[config.mk]
export PLATFORM = sky130hd
export DESIGN_NAME = gptm32_top
export DESIGN_NICKNAME = d
export VERILOG_FILES = /design/src/rtl/gptm32_pkg.sv /design/src/rtl/gptm32_regs.sv /design/src/rtl/gptm32_core.sv /design/src/rtl/gptm32_irq.sv /design/src/rtl/gptm32_rdmux.sv /design/src/rtl/gptm32_top.sv
export SDC_FILE = /design/constraint.sdc
export NUM_CORES = 1
export LEC_CHECK = 0
export ABC_CLOCK_PERIOD_IN_PS = 5350
export BUFFER_PORTS_ARGS = -buffer_cell sky130_fd_sc_hd__buf_2
export CAP_MARGIN = 20
export CORE_MARGIN = 4
export CORE_UTILIZATION = 30
export DETAILED_ROUTE_END_ITERATION = 12
export MAX_ROUTING_LAYER = met4
export PLACE_DENSITY = 0.53
export SLEW_MARGIN = 15
export SYNTH_ARGS = -nofsm -noshare
export SYNTH_HDL_FRONTEND = slang
export SYNTH_SLANG_ARGS = --single-unit
export TNS_END_PERCENT = 20
[constraint.sdc]
create_clock -name clk -period 5.35 [get_ports clk]
set_input_delay 0.2675 -clock clk [delete_from_list [all_inputs] [get_ports clk]]
set_output_delay 0.2675 -clock clk [all_outputs]
set_load 0.01 [all_outputs]
[src/rtl/gptm32_pkg.sv]
package gptm32_pkg;

  // Register selector produced by the offset decoder
  typedef enum logic [3:0] {
    RS_NONE,
    RS_CFG,
    RS_MODE_A,
    RS_MODE_B,
    RS_CTRL,
    RS_MASK,
    RS_RAW,
    RS_MIS,
    RS_CLR,
    RS_LOAD_A,
    RS_LOAD_B,
    RS_MATCH_A,
    RS_MATCH_B
  } reg_sel_e;

  // Bits of the mask register that can be written
  localparam logic [6:0] STAT_KEEP = 7'h77;
  // Configuration values below this join the two halves
  localparam int unsigned SPLIT_LIMIT = 4;
  // Control bit positions
  localparam int unsigned CTRL_EN_BIT  = 0;
  localparam int unsigned CTRL_TRG_BIT = 5;

  function automatic reg_sel_e decode_off(input logic [7:0] off);
    reg_sel_e s;
    unique case (off)
      8'h00:   s = RS_CFG;
      8'h04:   s = RS_MODE_A;
      8'h08:   s = RS_MODE_B;
      8'h0C:   s = RS_CTRL;
      8'h18:   s = RS_MASK;
      8'h1C:   s = RS_RAW;
      8'h20:   s = RS_MIS;
      8'h24:   s = RS_CLR;
      8'h28:   s = RS_LOAD_A;
      8'h2C:   s = RS_LOAD_B;
      8'h30:   s = RS_MATCH_A;
      8'h34:   s = RS_MATCH_B;
      default: s = RS_NONE;
    endcase
    return s;
  endfunction

endpackage

[src/rtl/gptm32_regs.sv]
module gptm32_regs
  import gptm32_pkg::*;
#(
  parameter int unsigned CFG_W  = 3,
  parameter int unsigned MODE_W = 8,
  parameter int unsigned CTRL_W = 16,
  parameter int unsigned HALF_W = 16
) (
  input  logic                clk,
  input  logic                rst_n,
  input  logic                we,
  input  reg_sel_e            sel,
  input  logic [2*HALF_W-1:0] wdata,
  input  logic                timeout,
  output logic                joined,
  output logic                ctrl_start,
  output logic [CFG_W-1:0]    cfg_q,
  output logic [MODE_W-1:0]   mode_a_q,
  output logic [MODE_W-1:0]   mode_b_q,
  output logic [CTRL_W-1:0]   ctrl_q,
  output logic [HALF_W-1:0]   ld_a_q,
  output logic [HALF_W-1:0]   ld_b_q,
  output logic [HALF_W-1:0]   mt_a_q,
  output logic [HALF_W-1:0]   mt_b_q
);

  localparam logic [CFG_W-1:0] SPLIT_AT = CFG_W'(SPLIT_LIMIT);

  logic [CFG_W-1:0]  cfg_d;
  logic [MODE_W-1:0] mode_a_d, mode_b_d;
  logic [CTRL_W-1:0] ctrl_d;
  logic [HALF_W-1:0] ld_a_d, ld_b_d, mt_a_d, mt_b_d;
  logic              ctrl_wr;

  assign joined     = cfg_q < SPLIT_AT;
  assign ctrl_wr    = we && (sel == RS_CTRL);
  assign ctrl_start = ctrl_wr && wdata[CTRL_EN_BIT] && !ctrl_q[CTRL_EN_BIT];

  always_comb begin
    cfg_d    = cfg_q;
    mode_a_d = mode_a_q;
    mode_b_d = mode_b_q;
    ctrl_d   = ctrl_q;
    ld_a_d   = ld_a_q;
    ld_b_d   = ld_b_q;
    mt_a_d   = mt_a_q;
    mt_b_d   = mt_b_q;
    // one-shot completion drops the enable unless software writes control now
    if (timeout && mode_a_q[0] && !ctrl_wr) begin
      ctrl_d[CTRL_EN_BIT] = 1'b0;
    end
    if (we) begin
      unique case (sel)
        RS_CFG:    cfg_d    = wdata[CFG_W-1:0];
        RS_MODE_A: mode_a_d = wdata[MODE_W-1:0];
        RS_MODE_B: mode_b_d = wdata[MODE_W-1:0];
        RS_CTRL:   ctrl_d   = wdata[CTRL_W-1:0];
        RS_LOAD_A: begin
          ld_a_d = wdata[HALF_W-1:0];
          if (joined) ld_b_d = wdata[2*HALF_W-1:HALF_W];
        end
        RS_LOAD_B: ld_b_d = wdata[HALF_W-1:0];
        RS_MATCH_A: begin
          mt_a_d = wdata[HALF_W-1:0];
          if (joined) mt_b_d = wdata[2*HALF_W-1:HALF_W];
        end
        RS_MATCH_B: mt_b_d = wdata[HALF_W-1:0];
        default: ;
      endcase
    end
  end

  always_ff @(posedge clk or negedge rst_n) begin
    if (!rst_n) begin
      cfg_q    <= '0;
      mode_a_q <= '0;
      mode_b_q <= '0;
      ctrl_q   <= '0;
      ld_a_q   <= '0;
      ld_b_q   <= '0;
      mt_a_q   <= '0;
      mt_b_q   <= '0;
    end else begin
      cfg_q    <= cfg_d;
      mode_a_q <= mode_a_d;
      mode_b_q <= mode_b_d;
      ctrl_q   <= ctrl_d;
      ld_a_q   <= ld_a_d;
      ld_b_q   <= ld_b_d;
      mt_a_q   <= mt_a_d;
      mt_b_q   <= mt_b_d;
    end
  end

endmodule

[src/rtl/gptm32_core.sv]
module gptm32_core #(
  parameter int unsigned CNT_W = 32
) (
  input  logic             clk,
  input  logic             rst_n,
  input  logic             start_i,
  input  logic             run_i,
  input  logic [CNT_W-1:0] reload_i,
  output logic             timeout_o
);

  logic [CNT_W-1:0] cnt_q, cnt_d;
  logic             last;

  // a count of 1 (or 0) expires at the coming edge
  assign last      = cnt_q <= CNT_W'(1);
  assign timeout_o = run_i && !start_i && last;

  always_comb begin
    cnt_d = cnt_q;
    if (start_i) begin
      cnt_d = reload_i;
    end else if (run_i) begin
      cnt_d = last ? reload_i : cnt_q - CNT_W'(1);
    end
  end

  always_ff @(posedge clk or negedge rst_n) begin
    if (!rst_n) cnt_q <= '0;
    else        cnt_q <= cnt_d;
  end

endmodule

[src/rtl/gptm32_irq.sv]
module gptm32_irq
  import gptm32_pkg::*;
#(
  parameter int unsigned STAT_W = 7
) (
  input  logic              clk,
  input  logic              rst_n,
  input  logic              mask_wr,
  input  logic              clr_wr,
  input  logic [STAT_W-1:0] wbits,
  input  logic              timeout,
  input  logic              trig_en,
  output logic [STAT_W-1:0] raw_q,
  output logic [STAT_W-1:0] mask_q,
  output logic              irq_o,
  output logic              trig_o
);

  localparam logic [STAT_W-1:0] KEEP = STAT_W'(STAT_KEEP);

  logic [STAT_W-1:0] raw_d, mask_d;
  logic              trig_d;

  always_comb begin
    raw_d  = raw_q;
    mask_d = mask_q;
    if (clr_wr)  raw_d  = raw_d & ~wbits;
    if (timeout) raw_d[0] = 1'b1;       // set beats clear
    if (mask_wr) mask_d = wbits & KEEP;
    trig_d = timeout && trig_en;
  end

  always_ff @(posedge clk or negedge rst_n) begin
    if (!rst_n) begin
      raw_q  <= '0;
      mask_q <= '0;
      trig_o <= 1'b0;
    end else begin
      raw_q  <= raw_d;
      mask_q <= mask_d;
      trig_o <= trig_d;
    end
  end

  assign irq_o = |(raw_q & mask_q);

endmodule

[src/rtl/gptm32_rdmux.sv]
module gptm32_rdmux
  import gptm32_pkg::*;
#(
  parameter int unsigned CFG_W  = 3,
  parameter int unsigned MODE_W = 8,
  parameter int unsigned CTRL_W = 16,
  parameter int unsigned HALF_W = 16,
  parameter int unsigned STAT_W = 7
) (
  input  logic                re,
  input  reg_sel_e            sel,
  input  logic                joined,
  input  logic [CFG_W-1:0]    cfg,
  input  logic [MODE_W-1:0]   mode_a,
  input  logic [MODE_W-1:0]   mode_b,
  input  logic [CTRL_W-1:0]   ctrl,
  input  logic [STAT_W-1:0]   raw,
  input  logic [STAT_W-1:0]   mask,
  input  logic [HALF_W-1:0]   ld_a,
  input  logic [HALF_W-1:0]   ld_b,
  input  logic [HALF_W-1:0]   mt_a,
  input  logic [HALF_W-1:0]   mt_b,
  output logic [2*HALF_W-1:0] rdata
);

  localparam int unsigned DW = 2 * HALF_W;

  logic [DW-1:0] val;

  always_comb begin
    unique case (sel)
      RS_CFG:     val = DW'(cfg);
      RS_MODE_A:  val = DW'(mode_a);
      RS_MODE_B:  val = DW'(mode_b);
      RS_CTRL:    val = DW'(ctrl);
      RS_MASK:    val = DW'(mask);
      RS_RAW:     val = DW'(raw);
      RS_MIS:     val = DW'(raw & mask);
      RS_LOAD_A:  val = joined ? {ld_b, ld_a} : DW'(ld_a);
      RS_LOAD_B:  val = DW'(ld_b);
      RS_MATCH_A: val = joined ? {mt_b, mt_a} : DW'(mt_a);
      RS_MATCH_B: val = DW'(mt_b);
      default:    val = '0;           // clear register and holes
    endcase
  end

  assign rdata = re ? val : '0;

endmodule

[src/rtl/gptm32_top.sv]
module gptm32_top
  import gptm32_pkg::*;
#(
  parameter int unsigned ADDR_W = 8,
  parameter int unsigned CFG_W  = 3,
  parameter int unsigned MODE_W = 8,
  parameter int unsigned CTRL_W = 16,
  parameter int unsigned HALF_W = 16,
  parameter int unsigned STAT_W = 7
) (
  input  logic              clk,
  input  logic              rst_n,
  input  logic [ADDR_W-1:0] addr_i,
  input  logic              we_i,
  input  logic [31:0]       wdata_i,
  input  logic              re_i,
  output logic [31:0]       rdata_o,
  output logic              irq_o,
  output logic              trig_o
);

  localparam int unsigned CNT_W = 2 * HALF_W;

  // reset: asserted asynchronously, released after two edges
  logic [1:0] rsync_q;
  logic       rst_sync_n;
  always_ff @(posedge clk or negedge rst_n) begin
    if (!rst_n) rsync_q <= 2'b00;
    else        rsync_q <= {rsync_q[0], 1'b1};
  end
  assign rst_sync_n = rsync_q[1];

  logic     in_win;
  reg_sel_e sel;
  assign in_win = (addr_i >> 8) == '0;
  assign sel    = in_win ? decode_off(addr_i[7:0]) : RS_NONE;

  logic              joined, ctrl_start, ctrl_wr, clr_wr, mask_wr;
  logic              timeout, run, ctrl_en, trig_en, oneshot;
  logic [CFG_W-1:0]  cfg_q;
  logic [MODE_W-1:0] mode_a_q, mode_b_q;
  logic [CTRL_W-1:0] ctrl_q;
  logic [HALF_W-1:0] ld_a_q, ld_b_q, mt_a_q, mt_b_q;
  logic [STAT_W-1:0] raw_q, mask_q;

  assign ctrl_wr = we_i && (sel == RS_CTRL);
  assign clr_wr  = we_i && (sel == RS_CLR);
  assign mask_wr = we_i && (sel == RS_MASK);
  assign ctrl_en = ctrl_q[CTRL_EN_BIT];
  assign trig_en = ctrl_q[CTRL_TRG_BIT];
  assign oneshot = mode_a_q[0];
  assign run     = ctrl_en && (cfg_q == '0);

  gptm32_regs #(
    .CFG_W(CFG_W), .MODE_W(MODE_W), .CTRL_W(CTRL_W), .HALF_W(HALF_W)
  ) u_regs (
    .clk(clk), .rst_n(rst_sync_n), .we(we_i), .sel(sel), .wdata(wdata_i),
    .timeout(timeout), .joined(joined), .ctrl_start(ctrl_start),
    .cfg_q(cfg_q), .mode_a_q(mode_a_q), .mode_b_q(mode_b_q), .ctrl_q(ctrl_q),
    .ld_a_q(ld_a_q), .ld_b_q(ld_b_q), .mt_a_q(mt_a_q), .mt_b_q(mt_b_q)
  );

  gptm32_core #(.CNT_W(CNT_W)) u_core (
    .clk(clk), .rst_n(rst_sync_n), .start_i(ctrl_start), .run_i(run),
    .reload_i({ld_b_q, ld_a_q}), .timeout_o(timeout)
  );

  gptm32_irq #(.STAT_W(STAT_W)) u_irq (
    .clk(clk), .rst_n(rst_sync_n), .mask_wr(mask_wr), .clr_wr(clr_wr),
    .wbits(wdata_i[STAT_W-1:0]), .timeout(timeout), .trig_en(trig_en),
    .raw_q(raw_q), .mask_q(mask_q), .irq_o(irq_o), .trig_o(trig_o)
  );

  gptm32_rdmux #(
    .CFG_W(CFG_W), .MODE_W(MODE_W), .CTRL_W(CTRL_W), .HALF_W(HALF_W), .STAT_W(STAT_W)
  ) u_rd (
    .re(re_i), .sel(sel), .joined(joined), .cfg(cfg_q), .mode_a(mode_a_q),
    .mode_b(mode_b_q), .ctrl(ctrl_q), .raw(raw_q), .mask(mask_q),
    .ld_a(ld_a_q), .ld_b(ld_b_q), .mt_a(mt_a_q), .mt_b(mt_b_q), .rdata(rdata_o)
  );

endmodule

==> reports/results.txt, run 1 <==
Outcome = complete, no violations
Post-synthesis async set-or-reset flop share = 1.000
Largest net degree at the start of global routing = 78
Unique masters post-synth = 67
CP cell instances = or3_1 > or4_1 > nor3_2 > nor2_1 > a31oi_1 > o21a_1
Met1 WL = 12100 um
CP Capture Type = register
Total GRT Usage = 0.1907
Global placer's final weighted congestion = 0.9183
Hold_ws = 0.1168 ns
Post-synth EDFFs = 0
Endpoint, Worst Hold = u_regs.ld_b_q[10]$_DFFE_PN0P_
Routed Antenna Nets = 0
Crit path max fanout = 16
Initial Util = 0.3048
Syn_nets = 843
Setup bufs post-CTS = 0
CP required = 5.71 ns
CP max-delay cell = nor3_2
Worst path max stage delay = 0.81 ns
DR pass1 iterations = 8
Standard-cell rows = 59
Register area share after synthesis = 0.4645
Cell Area, Synth = 0.007920 sq mm
Mux cell area share after synthesis = 0.1408
First-pass GRT wire length = 41480 um
Clock-pin slew on the worst setup and hold paths = 0.07 ns
Fin Clk Skew = 0.009403 ns
Final Cycle Share = 0.5996
Post-DP HPWL = 18380 um
Buffers on Ports = 77
CP startpoint kind = register
IO Count = 78
Setup violations, final = 0
Placed cell count = 1175
Global route total overflow = 0
Buf/Inv on CP = 0
Die area = 0.02906 sq mm
Final Slew Violations = 0
WHS Path Cells = 3
Max-slew headroom = 0.2723
Pre-CTS WS = 2.034 ns
Final hold viol count = 0
Worst hold path type = in2reg
Clock sink total = 147
Most frequent cells in the layout = dfrtp_1 (146), nand2_1 (82), buf_2 (77), mux2_2 (67), nor2_1 (52)
1st-iter DRT viols = 566
Reg2Reg Depth = 6
Yosys reg bits = 147
Ratio of cells with drive above 1 in the final layout = 0.2471
Hold Crit Start = wdata_i[26]
Fmax = 0.3117 GHz
Layout Nets = 907
Top delay family on crit path = simple AND/OR/NAND/NOR gates
Area leader, netlist = dfrtp_1
Maxcap violations = 0
Compound-Gate Fraction of Synth Area = 0.1858
Die Y = 170.5 um
Detailed Route WL = 26760 um
Peak VDD IR = 0.0002072 V
Arr. time, crit path = 3.57 ns
Clk_lat worst skew = 0.43 ns
Xor/xnor share of the synthesized area = 0
CTS tree = built
Htree depth = 4
Critical R2R Launch = u_core.cnt_q[14]$_DFFE_PN0P_
Initial antenna violation count = 0
Setup TNS = 0 ns
Via count = 6901
PD cells = 286.2 mW/mm^2
RR Endpoint = u_core.cnt_q[23]$_DFFE_PN0P_
DIE WIDTH = 170.5 um
Largest family of logic cells by synthesized area = compound AO/OA/AOI/OAI gates
Synth top area share = 0.4645
Synth Area in Adders = 0.003160
Top layer in use = met4
Non-Filler Instances = 1209
WS Path Type = reg2reg
Clock buffer count from CTS = 17
Root Driver = clkbuf_16
CORE AREA = 0.02598 sq mm
Leak Pwr = 4.035 nW
Mapped Avg Cell Area = 9.937 sq um
Area grow syn2layout = 17.84%
Warnings, synthesis = 0
Simple-Gate Fraction of Synth Area = 0.1754
WL/cell = 22.13 um
Vias in the first global route = 6726
Max clock buf depth = 2
Synth top area cells = dfrtp_1 (46%), mux2_2 (9.5%), mux2i_1 (4.5%), nand2_1 (3.9%), a22oi_1 (3.4%)
# DRC = 0
Vias per Instance = 5.708
Commonest non-fill, non-tap cell in the layout = dfrtp_1
Final setup margin = 2.142 ns
Fin crit period = 3.208 ns
Worst R2R Setup Slack = 2.14 ns
Number of cells on the critical path = 6
Met2 wire length = 12340 um
Total power = 2.671 mW
Total length of routed met3 wires = 1453 um
# diodes = 0
Post-Syn Instances = 797
RSZ-0062 raised after global routing = false
Ys flop type = dfrtp_1
Worst-margin pin slew = 1.089 ns
## registers in the layout, summed over array words and instances (netlist names)
| signal | flops |
|---|---|
| u_regs.ld_b_q | 16 |
| u_irq.mask_q | 6 |
| u_regs.cfg_q | 3 |
| u_regs.ld_a_q | 16 |
| u_regs.mt_b_q | 16 |
| u_regs.mode_b_q | 8 |
| u_regs.mt_a_q | 16 |
| u_irq.raw_q | 7 |
| u_regs.ctrl_q | 16 |
| rsync_q | 2 |
| u_regs.mode_a_q | 8 |
| u_core.cnt_q | 32 |
| u_irq.trig_o | 1 |
## where the power goes
| part | switching (mW) | internal (mW) | total (mW) |
|---|---|---|---|
| Sequential | 0.0833 | 1.18 | 1.26 |
| Combinational | 0.126 | 0.0892 | 0.215 |
| Clock | 0.528 | 0.667 | 1.19 |
## cells in the mapped netlist, drive strengths merged, types with 3 or more instances
cell and number:
clkbuf 41, o31ai 3, nor2b 4, nor2 52
o211ai 5, a21oi 34, a22oi 36, o22ai 3
nand3 22, or4 15, o21a 4, buf 13
inv 6, or3 7, nor3b 6, nand2 82
a211oi 4, a21boi 6, mux2i 36, nor3 22
and4 4, nand3b 3, and3 12, a211o 4
nor4 14, nand4 8, and2 6, dfrtp 147
a222oi 10, o21ai 64, mux2 67, a22o 13
a31oi 9, a221oi 5
## per-stage QoR
stage | utilization | cell area (sq um)
detailed placement | 0.3353 | 8713
finish | 0.3592 | 9333
global placement | 0.3353 | 8713
floorplan | - | 7920
CTS | 0.3581 | 9305
global route | 0.3592 | 9333
## worst min-delay path, cell delays in order
cell and delay, ns:
buf_2 0.08, mux2i_1 0.06, o21ai_1 0.10
## per-layer routing
metal	global-route usage	up-vias
met5	-	-
met4	0.07083	0
met3	0.02509	60
met2	0.2840	258
met1	0.2657	3423
li1	-	3160
## cell families (layout without fill, tap and decap cells)
kind of cell	Yosys count	count (layout)
AO/OA/AOI/OAI	218	218
adder cells (fa/ha/maj)	2	2
buffers and inverters	60	137
flip-flops	147	147
multiplexers	103	103
other	1	1
AND/OR/NAND/NOR	266	266
## layout make-up
cell class                      count  area (sq um)
Sequential cell                   147          3682
Clock inverter                     14         142.6
Multi-Input combinational cell    590          4054
Inverter                            6         22.52
Tap cell                          335         419.2
Clock buffer                       18         439.2
Timing Repair Buffer               99         573.1
Fill cell                        2664         16650
## worst max path at each step
stage,slack [ns],from,endpoint
5_1_grt,1.97,u_core.cnt_q[14]$_DFFE_PN0P_,u_core.cnt_q[2]$_DFFE_PN0P_
3_5_place_dp,2.03,addr_i[4],u_regs.ld_a_q[8]$_DFFE_PN0P_
4_1_cts,2.20,u_core.cnt_q[14]$_DFFE_PN0P_,u_core.cnt_q[27]$_DFFE_PN0P_
2_1_floorplan,0.95,rsync_q[1]$_DFF_PN0_,u_core.cnt_q[0]$_DFFE_PN0P_
3_3_place_gp,2.06,addr_i[4],u_regs.ld_a_q[15]$_DFFE_PN0P_
6_report,2.14,u_core.cnt_q[14]$_DFFE_PN0P_,u_core.cnt_q[23]$_DFFE_PN0P_
## repair_timing
| item | CTS | global route |
|---|---|---|
| hold buffers | 1 | 0 |
| endpoints found under the hold margin | 2 | 0 |
| gates resized for setup | 0 | 0 |
Note: power is estimated with default switching activity, not from simulation.
==> run 2, diff against run 1 <==
--- a/config.mk
+++ b/config.mk
@@ -5,14 +5,14 @@
 export SDC_FILE = /design/constraint.sdc
 export NUM_CORES = 1
 export LEC_CHECK = 0
-export ABC_CLOCK_PERIOD_IN_PS = 5350
+export ABC_CLOCK_PERIOD_IN_PS = 2830
 export BUFFER_PORTS_ARGS = -buffer_cell sky130_fd_sc_hd__buf_2
 export CAP_MARGIN = 20
 export CORE_MARGIN = 4
 export CORE_UTILIZATION = 30
 export DETAILED_ROUTE_END_ITERATION = 12
 export MAX_ROUTING_LAYER = met4
-export PLACE_DENSITY = 0.53
+export PLACE_DENSITY = 0.55
 export SLEW_MARGIN = 15
 export SYNTH_ARGS = -nofsm -noshare
 export SYNTH_HDL_FRONTEND = slang
==> constraint.sdc (replaced) <==
create_clock -name clk -period 2.83 [get_ports clk]
set_input_delay 0.1415 -clock clk [delete_from_list [all_inputs] [get_ports clk]]
set_output_delay 0.1415 -clock clk [all_outputs]
set_load 0.01 [all_outputs]
==> reports/results.txt, run 2 (same netlist as run 1, synthesis figures left out) <==
Fill cells = 2695 (was 2664)
IO Count = 78 (unchanged)
WL/cell = 21.56 um (was 22.13 um)
Sw Ratio = 0.2602 (was 0.2758)
CTS tree = built (unchanged)
Setup TNS = 0 ns (unchanged)
CP startpoint kind = register (unchanged)
Worst-margin pin slew = 0.9694 ns (was 1.089 ns)
DR pass1 iterations = 7 (was 8)
Max clock buf depth = 2 (unchanged)
Setup violations, final = 0 (unchanged)
Layout Nets = 945 (was 907)
Htree depth = 4 (unchanged)
Global routing usage on met3 = 0.02671 (was 0.02509)
Via count = 7005 (was 6901)
PD cells = 523.5 mW/mm^2 (was 286.2 mW/mm^2)
Busiest grt layer = met2 (unchanged)
Peak VDD IR = 0.0004130 V (was 0.0002072 V)
Arr. time, crit path = 2.96 ns (was 3.57 ns)
Clock sink total = 147 (unchanged)
Final hold viol count = 0 (unchanged)
Buf/Inv on CP = 0 (unchanged)
Sequential cell area = 0.003682 sq mm (unchanged)
1st-iter DRT viols = 597 (was 566)
Buffers on Ports = 77 (unchanged)
Worst path max stage delay = 0.58 ns (was 0.81 ns)
Vias per Instance = 5.617 (was 5.708)
# diodes = 0 (unchanged)
Endpoint, Worst Hold = u_regs.mt_b_q[14]$_DFFE_PN0P_ (was u_regs.ld_b_q[10]$_DFFE_PN0P_)
Largest net degree at the start of global routing = 75 (was 78)
Commonest non-fill, non-tap cell in the layout = dfrtp_1 (unchanged)
Final Cycle Share = 0.9368 (was 0.5996)
Logic pwr share = 0.088 (was 0.081)
CORE AREA = 0.02598 sq mm (unchanged)
Crit path max fanout = 6 (was 16)
GRT met1 Usage = 0.2677 (was 0.2657)
Internal = 3.749 mW (was 1.935 mW)
Hold Crit Start = wdata_i[30] (was wdata_i[26])
Die area = 0.02906 sq mm (unchanged)
# DRC = 0 (unchanged)
Worst hold path type = in2reg (unchanged)
First-pass GRT wire length = 41910 um (was 41480 um)
Clk pwr share = 0.445 (was 0.447)
Fmax = 0.3772 GHz (was 0.3117 GHz)
Clk_lat worst skew = 0.43 ns (about the same)
CP cell instances = or3_1 > or4_1 > or2_1 > o21ai_1 > nor2_1 > a221o_1 (was or3_1 > or4_1 > nor3_2 > nor2_1 > a31oi_1 > o21a_1)
Psw = 1.319 mW (was 736.7 uW)
Post-DP HPWL = 19210 um (was 18380 um)
Design area = 0.009681 sq mm (was 0.009333 sq mm)
CP required = 3.14 ns (was 5.71 ns)
Global placer's final weighted congestion = 0.9731 (was 0.9183)
Leak Pwr = 4.229 nW (was 4.035 nW)
Clock buffer count from CTS = 17 (unchanged)
Top delay family on crit path = simple AND/OR/NAND/NOR gates (unchanged)
Critical R2R Launch = u_core.cnt_q[28]$_DFFE_PN0P_ (was u_core.cnt_q[14]$_DFFE_PN0P_)
DIE WIDTH = 170.5 um (unchanged)
CP max-delay cell = or4_1 (was nor3_2)
Vias in the first global route = 6959 (was 6726)
Global route total overflow = 0 (unchanged)
RR Endpoint = u_core.cnt_q[1]$_DFFE_PN0P_ (was u_core.cnt_q[23]$_DFFE_PN0P_)
Final Slew Violations = 0 (unchanged)
WHS Path Cells = 3 (unchanged)
Routing usage on met2 = 0.2911 (was 0.2840)
Most frequent cells in the layout = dfrtp_1 (146), nand2_1 (82), buf_2 (77), mux2_2 (67), nor2_1 (52) (unchanged)
Initial Util = 0.3048 (unchanged)
Outcome = complete, no violations (unchanged)
Maxcap violations = 0 (unchanged)
Fin util = 0.3725 (was 0.3592)
Initial antenna violation count = 0 (unchanged)
Reg2Reg Depth = 6 (unchanged)
Ratio of cells with drive above 1 in the final layout = 0.2741 (was 0.2471)
Footprint of the multi-input gates = 0.004058 sq mm (was 0.004054 sq mm)
RSZ-0062 raised after global routing = false (unchanged)
Detailed Route WL = 26880 um (was 26760 um)
Routed Antenna Nets = 0 (unchanged)
Die Y = 170.5 um (unchanged)
Non-Filler Instances = 1247 (was 1209)
Placed cell count = 1211 (was 1175)
Total GRT Usage = 0.1931 (was 0.1907)
Area grow syn2layout = 22.23% (was 17.84%)
Worst R2R Setup Slack = 0.18 ns (was 2.14 ns)
Max reg flops = 32 (unchanged)
Standard-cell rows = 59 (unchanged)
Fin Clk Skew = 0.01220 ns (was 0.009403 ns)
Clock-pin slew on the worst setup and hold paths = 0.06 ns (was 0.07 ns)
CP Capture Type = register (unchanged)
DP Area = 0.009042 sq mm (was 0.008713 sq mm)
WS Path Type = reg2reg (unchanged)
Sequential Power Share = 0.466 (was 0.472)
Max-slew headroom = 0.3538 (was 0.2723)
Fin crit period = 2.651 ns (was 3.208 ns)
Root Driver = clkbuf_16 (unchanged)
Most flops, register = u_core.cnt_q (unchanged)
-- run 2: cell count changes in the layout (fill, tap and decap cells not counted), sizes merged --
cell,before,now
clkinv,6,3
inv,13,8
clkbuf,18,22
buf,98,133
dlygate4sd3,1,4
clkinvlp,0,4
-- run 2: area by class of cell --
cell class / count / share of cell area
multi-input combinational: 590 / 0.4192
tap: 335 / 0.04330
clock inverter: 10 / 0.009952
inverter: 6 / 0.002326
sequential: 147 / 0.3804
timing repair buffer: 137 / 0.09383
clock buffer: 22 / 0.05105
-- run 2: per-layer routing --
metal / up-vias / wire length [um]
li1: 3219 / -
met1: 3505 / 12550
met2: 239 / 12300
met3: 42 / 1291
met4: 0 / 747
met5: - / 0
-- run 2: power groups by stage --
stage                     Sequential (mW)  Clock [mW]  Combinational (mW)
after floorplan                      2.38           0               0.236
after global placement               2.39           0               0.440
after detailed placement             2.40           0               0.445
after CTS                            2.36        2.29               0.450
after global routing                 2.38        2.38               0.508
final                                2.36        2.26               0.448
-- run 2: worst max path at each step --
stage / from / endpoint / cells after the start
floorplan: u_core.cnt_q[14]$_DFFE_PN0P_ / u_core.cnt_q[30]$_DFFE_PN0P_ / 8
global placement: u_core.cnt_q[28]$_DFFE_PN0P_ / u_core.cnt_q[3]$_DFFE_PN0P_ / 6
detailed placement: u_core.cnt_q[28]$_DFFE_PN0P_ / u_core.cnt_q[3]$_DFFE_PN0P_ / 6
CTS: u_core.cnt_q[28]$_DFFE_PN0P_ / u_core.cnt_q[15]$_DFFE_PN0P_ / 6
global route: u_core.cnt_q[28]$_DFFE_PN0P_ / u_core.cnt_q[1]$_DFFE_PN0P_ / 6
finish: u_core.cnt_q[28]$_DFFE_PN0P_ / u_core.cnt_q[1]$_DFFE_PN0P_ / 6
-- run 2: what timing repair did --
action                     4_1_cts  5_1_grt
resized for setup                0        1
hold buffers                     4        0
hold endpoints to repair         5        0
setup buffers                    0        0
setup endpoints to repair        0        1
-- run 2: tightest hold or removal path, delay by kind of cell --
kind	cells	cell delay, ns
compound gates	1	0.11
buf+inv	1	0.09
mux	1	0.06
-- run 2: stage by stage --
step / hold slack (ns) / setup WS, ns / power, mW
after floorplan: -0.1541 / 0.3266 / 2.619
after global placement: -0.07233 / 0.2428 / 2.834
after detailed placement: -0.07136 / 0.1702 / 2.842
after CTS: 0.004653 / 0.1695 / 5.101
after global routing: 0.02169 / 0.05509 / 5.271
final: 0.01292 / 0.1789 / 5.068
==> run 3, diff against run 2 <==
--- a/config.mk
+++ b/config.mk
@@ -16,5 +16,6 @@
 export SLEW_MARGIN = 15
 export SYNTH_ARGS = -nofsm -noshare
 export SYNTH_HDL_FRONTEND = slang
+export SYNTH_HIERARCHICAL = 1
 export SYNTH_SLANG_ARGS = --single-unit
 export TNS_END_PERCENT = 20
==> reports/results.txt, run 3 <==
Fin util = 0.3743 (was 0.3725)
Cell Area, Synth = 0.008574 sq mm (was 0.007920 sq mm)
IO Count = 78 (unchanged)
Most instantiated cells after synthesis = dfrtp_1 (147), mux2_1 (82), nand2_1 (51) (was dfrtp_1 (147), nand2_1 (82), mux2_2 (67))
Global route total overflow = 0 (unchanged)
Root Driver = clkbuf_16 (unchanged)
Die Y = 177.1 um (was 170.5 um)
Simple-Gate Fraction of Synth Area = 0.1532 (was 0.1754)
Worst path max stage delay = 0.55 ns (was 0.58 ns)
Mapped Avg Cell Area = 10.98 sq um (was 9.937 sq um)
WL/cell = 20.89 um (was 21.56 um)
Top layer in use = met4 (unchanged)
Crit path max fanout = 34 (was 6)
Sw Ratio = 0.2827 (was 0.2602)
CTS tree = built (unchanged)
Fin crit period = 2.713 ns (was 2.651 ns)
Worst R2R Setup Slack = 0.14 ns (was 0.18 ns)
Initial antenna violation count = 1 (was 0)
Met2 wire length = 13260 um (was 12300 um)
Psw = 1.553 mW (was 1.319 mW)
Vias per Instance = 5.394 (was 5.617)
CP required = 2.69 ns (was 3.14 ns)
Largest family of logic cells by synthesized area = multiplexers (was compound AO/OA/AOI/OAI gates)
Synth top area share = 0.4290 (was 0.4645)
CORE AREA = 0.02801 sq mm (was 0.02598 sq mm)
Area leader, netlist = dfrtp_1 (unchanged)
Synth Area in Adders = 0.002918 (was 0.003160)
Clock sink total = 147 (unchanged)
Ratio of cells with drive above 1 in the final layout = 0.3062 (was 0.2741)
Final Slew Violations = 0 (unchanged)
Total GRT Usage = 0.1765 (was 0.1931)
CP startpoint kind = input port (was register)
Standard-cell rows = 61 (was 59)
Xor/xnor share of the synthesized area = 0.002043 (was 0)
Die area = 0.03135 sq mm (was 0.02906 sq mm)
Post-synth EDFFs = 0 (unchanged)
WS Path Type = in2out (was reg2reg)
Detailed Route WL = 26890 um (was 26880 um)
Post-Syn Instances = 781 (was 797)
Syn_nets = 827 (was 843)
Yosys reg bits = 147 (unchanged)
First-pass GRT wire length = 41750 um (was 41910 um)
Mux cell area share after synthesis = 0.2057 (was 0.1408)
Worst hold path type = in2reg (unchanged)
Peak VDD IR = 0.0004788 V (was 0.0004130 V)
CP Capture Type = output port (was register)
Htree depth = 4 (unchanged)
CP Capture Point = rdata_o[15] (was u_core.cnt_q[1]$_DFFE_PN0P_)
Most flops, register = u_core/cnt_q (was u_core.cnt_q)
Reg2Reg Depth = 6 (unchanged)
Maxcap violations = 0 (unchanged)
Met1 WL = 12220 um (was 12550 um)
CP max-delay cell = or4_4 (was or4_1)
Via count = 6942 (was 7005)
Vias in the first global route = 7008 (was 6959)
Outcome = complete, no violations (unchanged)
Number of cells on the critical path = 11 (was 6)
Post-synthesis async set-or-reset flop share = 1.000 (unchanged)
Internal = 3.939 mW (was 3.749 mW)
Buffers on Ports = 77 (unchanged)
Global placer's final weighted congestion = 0.9151 (was 0.9731)
Max clock buf depth = 2 (unchanged)
PD cells = 523.8 mW/mm^2 (was 523.5 mW/mm^2)
Final setup margin = 0.1172 ns (was 0.1789 ns)
Sequential Power Share = 0.448 (was 0.466)
Clk_lat worst skew = 0.43 ns (about the same)
Initial Util = 0.3061 (was 0.3048)
Synth top area cells = dfrtp_1 (43%), mux2_1 (11%), mux2_2 (4.7%), mux2_4 (4.7%), a22oi_1 (2.6%) (was dfrtp_1 (46%), mux2_2 (9.5%), mux2i_1 (4.5%), nand2_1 (3.9%), a22oi_1 (3.4%))
Layout Nets = 941 (was 945)
Clk pwr share = 0.418 (was 0.445)
DIE WIDTH = 177.1 um (was 170.5 um)
Final hold viol count = 0 (unchanged)
Clock-pin slew on the worst setup and hold paths = 0.06 ns (about the same)
Leak Pwr = 4.611 nW (was 4.229 nW)
Top delay family on crit path = simple AND/OR/NAND/NOR gates (unchanged)
Pre-CTS WS = -0.1842 ns (was 0.1702 ns)
Area grow syn2layout = 22.28% (was 22.23%)
# DRC = 0 (unchanged)
Total length of routed met3 wires = 992 um (was 1291 um)
Commonest non-fill, non-tap cell in the layout = dfrtp_1 (unchanged)
CP cell instances = buf_2 > or4_4 > a311oi_4 > buf_12 > nor2b_4 > and3b_1 > buf_4 > a222oi_1 > a21oi_1 > buf_4 > buf_2 (was or3_1 > or4_1 > or2_1 > o21ai_1 > nor2_1 > a221o_1)
Fin Clk Skew = 0.01452 ns (was 0.01220 ns)
Ys flop type = dfrtp_1 (unchanged)
Arr. time, crit path = 2.57 ns (was 2.96 ns)
RSZ-0062 raised after global routing = true (was false)
Compound-Gate Fraction of Synth Area = 0.1570 (was 0.1858)
DR pass1 iterations = 5 (was 7)
Logic pwr share = 0.135 (was 0.088)
1st-iter DRT viols = 444 (was 597)
Largest net degree at the start of global routing = 53 (was 75)
Final Cycle Share = 0.9586 (was 0.9368)
Fmax = 0.3686 GHz (was 0.3772 GHz)
Max reg flops = 32 (unchanged)
Setup violations, final = 0 (unchanged)
Routed Antenna Nets = 0 (unchanged)
Worst-margin pin slew = 0.7594 ns (was 0.9694 ns)
Most numerous cell in the Yosys netlist = dfrtp_1 (unchanged)
Register area share after synthesis = 0.4290 (was 0.4645)
Clock buffer count from CTS = 17 (unchanged)
Warnings, synthesis = 6 (was 0)
RR Endpoint = u_core/cnt_q[3]$_DFFE_PN0P_ (was u_core.cnt_q[1]$_DFFE_PN0P_)
Most frequent cells in the layout = dfrtp_1 (146), mux2_1 (82), buf_2 (77), buf_4 (57), nand2_1 (51) (was dfrtp_1 (146), nand2_1 (82), buf_2 (77), mux2_2 (67), nor2_1 (52))
Post-DP HPWL = 19490 um (was 19210 um)
Crit. Startpoint = addr_i[7] (was u_core.cnt_q[28]$_DFFE_PN0P_)
Max-slew headroom = 0.4937 (was 0.3538)
Buf/Inv on CP = 5 (was 0)
Unique masters post-synth = 85 (was 67)
Critical R2R Launch = u_core/cnt_q[16]$_DFFE_PN0P_ (was u_core.cnt_q[28]$_DFFE_PN0P_)
[run 3: worst reg2reg max path: cells and delay by family, from the launching register on]
kind	cells	cell delay, ns
simple gates	4	1.33
compound gates	2	0.89
flops	1	0.41
[run 3: layout make-up]
class	count	area, sq um
antenna	1	2.502
clock buffer	19	442.9
clock inverter	13	148.9
fill	2771	17530
inverter	9	33.78
multi-input combinational	566	4567
sequential	147	3682
tap	378	473.0
timing repair buffer	154	1135
[run 3: cells by family (layout without fill, tap and decap cells)]
family / Yosys count / count (layout)
AOI/OAI and AO/OA: 186 / 186
xor gates and xnor gates: 2 / 2
adders and majority gates: 2 / 2
buffers and inverters: 68 / 195
DFF: 147 / 147
muxes: 148 / 148
other: 2 / 3
and+or+nand+nor: 226 / 226
[run 3: power by group through the flow]
stage,registers (mW),logic [mW],clock network (mW)
after floorplan,2.45,0.454,0
after global placement,2.49,0.711,0
after detailed placement,2.49,0.718,0
after CTS,2.46,0.729,2.33
after global routing,2.49,0.808,2.42
final,2.46,0.739,2.29
[run 3: metrics by stage]
stage	hold slack, ns	total power, mW	cell area [sq um]	TNS (ns)	std cells
detailed placement	-0.07037	3.211	9781	-1.431	1247
global route	0.01626	5.717	10490	-0.0006162	1287
finish	0.01257	5.492	10490	0	1287
global placement	-0.07274	3.197	9781	-0.6142	1247
floorplan	-0.1541	2.908	8576	-3.623	781
CTS	0.002672	5.517	10450	0	1286
[run 3: repair_timing]
item,4_1_cts,5_1_grt
cloned,0,0
endpoints found under the hold margin,19,0
hold buffers,7,0
setup buffers,0,0
gates resized for setup,2,7
pin swaps,0,1
endpoints found under the setup margin,9,14
[run 3: routing by layer]
metal / up-vias / track usage
li1: 3200 / -
met1: 3542 / 0.2293
met2: 175 / 0.2896
met3: 25 / 0.03055
met4: 0 / 0.04126
met5: - / -
[run 3: how the worst min path moves through the flow]
stage | startpoint | slack (ns) | to | depth (start not counted)
after detailed placement | rst_n | -0.07 | rsync_q[0]$_DFF_PN0_ | 1
after CTS | rst_n | 0.003 | rsync_q[1]$_DFF_PN0_ | 2
after floorplan | rst_n | -0.15 | rsync_q[0]$_DFF_PN0_ | 0
final | wdata_i[9] | 0.01 | u_regs/mt_a_q[9]$_DFFE_PN0P_ | 2
after global routing | rst_n | 0.02 | rsync_q[1]$_DFF_PN0_ | 2
after global placement | rst_n | -0.07 | rsync_q[0]$_DFF_PN0_ | 1
